[src/rtl/ser_port_pkg.sv]
package ser_port_pkg;

    typedef enum logic [2:0] {
        ST_IDLE,
        ST_START,
        ST_SC_LEAD,
        ST_SC_HIGH,
        ST_SC_LOW,
        ST_EX_ACT
    } port_state_t;

    typedef struct packed {
        logic rise;
        logic fall;
    } clk_edge_t;

    function automatic clk_edge_t detect_edge(input logic now_v, input logic prev_v);
        clk_edge_t e;
        e.rise = now_v & ~prev_v;
        e.fall = ~now_v & prev_v;
        return e;
    endfunction

endpackage

[src/rtl/sync_stage.sv]
module sync_stage #(
    parameter int   STAGES  = 2,
    parameter logic RST_VAL = 1'b0
) (
    input  logic clk,
    input  logic rst,
    input  logic d,
    output logic q
);
    logic [STAGES-1:0] r;

    always_ff @(posedge clk) begin
        if (rst) r <= {STAGES{RST_VAL}};
        else     r <= {r[STAGES-2:0], d};
    end

    assign q = r[STAGES-1];
endmodule

[src/rtl/result_coder.sv]
module result_coder #(
    parameter int DATA_W = 20
) (
    input  logic signed [DATA_W:0]   raw,
    input  logic                     bip,
    output logic        [DATA_W-1:0] code
);
    localparam logic signed [DATA_W+1:0] HALF = (DATA_W+2)'(2**(DATA_W-1));
    localparam logic signed [DATA_W+1:0] MAXV = (DATA_W+2)'(2**DATA_W - 1);

    logic signed [DATA_W+1:0] wide;
    logic signed [DATA_W+1:0] sum;

    always_comb begin
        wide = {raw[DATA_W], raw};
        sum  = bip ? (wide + HALF) : wide;
        if (sum[DATA_W+1])   code = '0;
        else if (sum > MAXV) code = '1;
        else                 code = sum[DATA_W-1:0];
    end
endmodule

[src/rtl/ser_shift_ctrl.sv]
module ser_shift_ctrl
    import ser_port_pkg::*;
#(
    parameter int DATA_W = 20
) (
    input  logic              clk,
    input  logic              rst,
    input  logic              ext_mode,
    input  logic              load,
    input  logic [DATA_W-1:0] code_in,
    input  logic              cs_low,
    input  logic              sclk_s,
    output logic              sdata,
    output logic              sdata_oe,
    output logic              sclk_out,
    output logic              sclk_oe,
    output logic              drdy_n
);
    localparam int             IDX_W    = $clog2(DATA_W);
    localparam logic [IDX_W-1:0] IDX_LAST = IDX_W'(DATA_W - 1);

    port_state_t       st;
    logic [DATA_W-1:0] word_q;
    logic [IDX_W-1:0]  idx;
    logic              armed;
    logic              sclk_d;
    logic              drdy_q;
    clk_edge_t         hedge;

    assign hedge = detect_edge(sclk_s, sclk_d);

    always_ff @(posedge clk) begin
        if (rst) begin
            st     <= ST_IDLE;
            word_q <= '0;
            idx    <= IDX_LAST;
            armed  <= 1'b0;
            sclk_d <= 1'b0;
            drdy_q <= 1'b1;
        end else begin
            sclk_d <= sclk_s;
            if (load) begin
                word_q <= code_in;
                idx    <= IDX_LAST;
                drdy_q <= 1'b0;
                armed  <= 1'b0;
                st     <= ST_IDLE;
            end else begin
                case (st)
                    ST_IDLE: begin
                        idx <= IDX_LAST;
                        if (!drdy_q && cs_low) st <= ST_START;
                    end
                    ST_START: begin
                        armed <= 1'b0;
                        st    <= ext_mode ? ST_EX_ACT : ST_SC_LEAD;
                    end
                    ST_SC_LEAD: st <= ST_SC_HIGH;
                    ST_SC_HIGH: begin
                        if (idx == '0) begin
                            st     <= ST_IDLE;
                            drdy_q <= 1'b1;
                        end else if (!cs_low) begin
                            st <= ST_IDLE;
                        end else begin
                            st  <= ST_SC_LOW;
                            idx <= idx - 1'b1;
                        end
                    end
                    ST_SC_LOW: st <= ST_SC_HIGH;
                    ST_EX_ACT: begin
                        if (!armed) begin
                            if (!cs_low)         st    <= ST_IDLE;
                            else if (hedge.rise) armed <= 1'b1;
                        end else if (hedge.fall) begin
                            if (idx == '0) begin
                                st     <= ST_IDLE;
                                drdy_q <= 1'b1;
                            end else if (!cs_low) begin
                                st <= ST_IDLE;
                            end else begin
                                idx <= idx - 1'b1;
                            end
                        end
                    end
                    default: st <= ST_IDLE;
                endcase
            end
        end
    end

    always_comb begin
        sdata_oe = (st == ST_SC_LEAD) || (st == ST_SC_HIGH) ||
                   (st == ST_SC_LOW)  || (st == ST_EX_ACT);
        sclk_oe  = (st == ST_SC_LEAD) || (st == ST_SC_HIGH) || (st == ST_SC_LOW);
        sclk_out = (st == ST_SC_HIGH);
        sdata    = sdata_oe ? word_q[idx] : 1'b0;
        drdy_n   = drdy_q;
    end
endmodule

[src/rtl/ser_result_port.sv]
module ser_result_port #(
    parameter int DATA_W    = 20,
    parameter int SYNC_DEPTH = 2
) (
    input  logic              clk,
    input  logic              rst,
    input  logic              ext_mode,
    input  logic              bipolar,
    input  logic              load,
    input  logic [DATA_W:0]   raw_result,
    input  logic              cs_n,
    input  logic              sclk_in,
    output logic              sdata,
    output logic              sdata_oe,
    output logic              sclk_out,
    output logic              sclk_oe,
    output logic              drdy_n
);
    logic              cs_q;
    logic              sclk_q;
    logic [DATA_W-1:0] code;

    sync_stage #(.STAGES(SYNC_DEPTH), .RST_VAL(1'b1)) i_cs_sync (
        .clk(clk), .rst(rst), .d(cs_n), .q(cs_q)
    );

    sync_stage #(.STAGES(SYNC_DEPTH), .RST_VAL(1'b0)) i_sclk_sync (
        .clk(clk), .rst(rst), .d(sclk_in), .q(sclk_q)
    );

    result_coder #(.DATA_W(DATA_W)) i_coder (
        .raw(raw_result), .bip(bipolar), .code(code)
    );

    ser_shift_ctrl #(.DATA_W(DATA_W)) i_ctrl (
        .clk(clk), .rst(rst), .ext_mode(ext_mode), .load(load),
        .code_in(code), .cs_low(~cs_q), .sclk_s(sclk_q),
        .sdata(sdata), .sdata_oe(sdata_oe), .sclk_out(sclk_out),
        .sclk_oe(sclk_oe), .drdy_n(drdy_n)
    );
endmodule

[config.mk]
export PLATFORM = sky130hd
export DESIGN_NAME = ser_result_port
export DESIGN_NICKNAME = d
export VERILOG_FILES = /design/src/rtl/ser_port_pkg.sv /design/src/rtl/sync_stage.sv /design/src/rtl/result_coder.sv /design/src/rtl/ser_shift_ctrl.sv /design/src/rtl/ser_result_port.sv
export SDC_FILE = /design/constraint.sdc
export NUM_CORES = 1
export LEC_CHECK = 0
export ABC_AREA = 1
export BUFFER_PORTS_ARGS = -buffer_cell sky130_fd_sc_hd__buf_2
export CAP_MARGIN = 20
export CORE_UTILIZATION = 35
export DETAILED_ROUTE_END_ITERATION = 8
export GPL_ROUTABILITY_DRIVEN = 0
export PLACE_DENSITY = 0.55
export SLEW_MARGIN = 5
export SYNTH_ARGS = -nofsm -noshare
export SYNTH_HDL_FRONTEND = slang
export SYNTH_SLANG_ARGS = --single-unit
[constraint.sdc]
create_clock -name clk -period 2.1 [get_ports clk]
set_input_delay 0.21 -clock clk [delete_from_list [all_inputs] [get_ports clk]]
set_output_delay 0.21 -clock clk [all_outputs]
set_load 0.005 [all_outputs]
==> results.toml <==
[die]
num_rows = 25
start_util_pct = 37.6
coreArea_um2 = 4880
die_w_um = 74.4
ios = 33
die-height_um = 74.4
die_area_um2 = 5540

[place]
placed_area_um2 = 2070
pre_cts_ws_ps = 456
port_buffers = 32
place_hpwl_um = 2650

[critical_path]
crit_start = "i_ctrl.idx[0]$_SDFFE_PP1P_"
arrival_ps = 1620
crit_required_ps = 1890
crit_fanout = 14
start_kind = "register"
critPathCaptureType = "output pin"
reg2reg_from = "i_ctrl.idx[1]$_SDFFE_PP1P_"
crit_type = "reg2out"

[routing]
via_count = 1665
remaining_drc_errors = 0
drt-pass1-iter-count = 4
drt_wl_total_um = 3620
final_antenna_net_count = 0
wl_per_cell_um = 9.47
drtIter0Drc = 40
routed_via_density = 4.36

[cells_and_area]
fillerInstances = 562
layout_common_cells = "inv_1, nand2_1, dfxtp_1, buf_2, nand3_1"
synthToLayoutAreaGrowth_pct = 17.1
fin_area_um2 = 2150
finalNetCount = 345
final_common_cell = "inv_1"
antenna_cells = 0
drive_gt1_share_pct = 17.8

[run]
maxCapViolations = 0

[sta]
tightest_slew_ps = 757
whs_ps = 99.9
finalWorstSetupSlack_ps = 271
min_period_ps = 1830
tns_ps = 0
clock.fmax_mhz = 547
skew_ps = 2.62
hold_viol = 0
slew_viol_final = 0
max_slew_margin_pct = 49.5
setup_violations = 0
rsz0062_at_grt = "no"
finalCritPeriodShare_pct = 87.1

[worst_hold_path]
holdCritPathClass = "in2reg"
hp-start = "cs_n"

[grt]
grt_pass1_wl_um = 6210
grt.total_usage_pct = 14.6
grt_pass1_vias = 1438
antenna_found_initial = 0
grt_overflow = 0
grt_max_degree = 24

[synth]
ys.warnings.count = 0
synth_seq_cells = 35
synth.avg_cell_area_um2 = 6.56
ys_seq_area_share_pct = 38.2
syn-num-nets = 311
synthDistinctLibCells = 24
syn_area_um2 = 1840
synth_cells = 280

[cts]
cts_hold_buf = 0
clk_pin_slew_ps = 70
cts_tree = "built"
insertion_delay_ps = 280
post_cts_buffers = 0
htree_levels = 2
cts_resized = 0
clockBufferDepth = 2
numCtsBuffers = 5
cts.sinks = 35
root_buffer = "clkbuf_8"

[power_and_ir_drop]
ir_worst_vdd_v = 0.000306
power_density_nw_per_um2 = 612
power.total_mw = 1.31
power_leakage_nw = 1.19

[run_status]
status = "finished, final reports clean"
==> critical path: stages, from the launching register on <==
cell	delay, ps
dfxtp_1	310
inv_1	320
nor2_1	60
o21ai_0	240
nand3_1	100
a21oi_1	170
buf_2	130
==> synthesized netlist by cell type <==
master | n | area (um2)
nor2_2 | 2 | 12.5
nand2_1 | 61 | 229
o21ai_1 | 1 | 5.00
ha_1 | 3 | 37.5
a21oi_1 | 9 | 45.0
inv_1 | 76 | 285
buf_2 | 5 | 25.0
o21ai_0 | 11 | 55.1
nand3_1 | 22 | 110
nand2_2 | 4 | 25.0
nor2_4 | 1 | 11.3
clkbuf_1 | 3 | 11.3
xor2_1 | 2 | 17.5
inv_2 | 1 | 3.75
inv_4 | 1 | 6.26
o22ai_1 | 17 | 106
nor3_1 | 4 | 20.0
nand3_4 | 1 | 17.5
nor2_1 | 12 | 45.0
or2_2 | 3 | 18.8
xnor2_1 | 2 | 17.5
o21a_1 | 1 | 7.51
dfxtp_1 | 35 | 701
o211ai_1 | 3 | 22.5
==> metrics by stage <==
step | cells | util [%]
final | 382 | 44.1
after global routing | 382 | 44.1
after CTS | 382 | 44.1
after detailed placement | 374 | 42.3
after global placement | 374 | 42.3
after floorplan | 280 | -
==> where the power goes <==
part	switching (mW)	total (mW)	internal (mW)
registers	0.00917	0.701	0.692
logic	0.0815	0.143	0.0619
clock network	0.244	0.471	0.227
total	0.335	1.31	0.980
==> layout make-up <==
cell class                 count  area, um2  area share (%)
multi-input combinational    159        803            37.4
tap                           67       83.8            3.90
clock inverter                 3       15.0           0.698
clock buffer                   5       68.8            3.20
inverter                      78        295            13.7
timing repair buffer          35        183            8.50
sequential                    35        701            32.6
==> kinds of logic after synthesis <==
kind of cell / count (synthesis) / synth area share [%]
buf+inv: 86 / 18.1
compound gates: 42 / 13.2
flops: 35 / 38.2
xor+xnor: 4 / 1.91
fa+ha+maj: 3 / 2.05
simple gates: 110 / 26.7
==> routing by layer <==
layer	vias up	GRT usage [%]	wire length [um]
li1	921	-	-
met1	704	19.7	1920
met2	35	21.8	1460
met3	5	4.07	166
met4	0	6.29	70
met5	-	0	0
==> final timing paths <==
kind / endpoint / slack, ps / cells past startpoint
worst max-delay path: sdata / 270 / 6
worst min-delay path: i_cs_sync.r[0]$_SDFF_PP1_ / 100 / 2
worst max register to register: i_ctrl.idx[3]$_SDFFE_PP0P_ / 450 / 9
worst min register to register: i_sclk_sync.r[1]$_SDFF_PP0_ / 400 / 2
==> state kept, by name (all words and copies together), names as in the netlist <==
| register | count |
|---|---|
| i_cs_sync.r | 2 |
| i_ctrl.armed | 1 |
| i_ctrl.drdy_n | 1 |
| i_ctrl.idx | 5 |
| i_ctrl.sclk_d | 1 |
| i_ctrl.st | 3 |
| i_ctrl.word_q | 20 |
| i_sclk_sync.r | 2 |
Power figures use the tool's default switching activity.
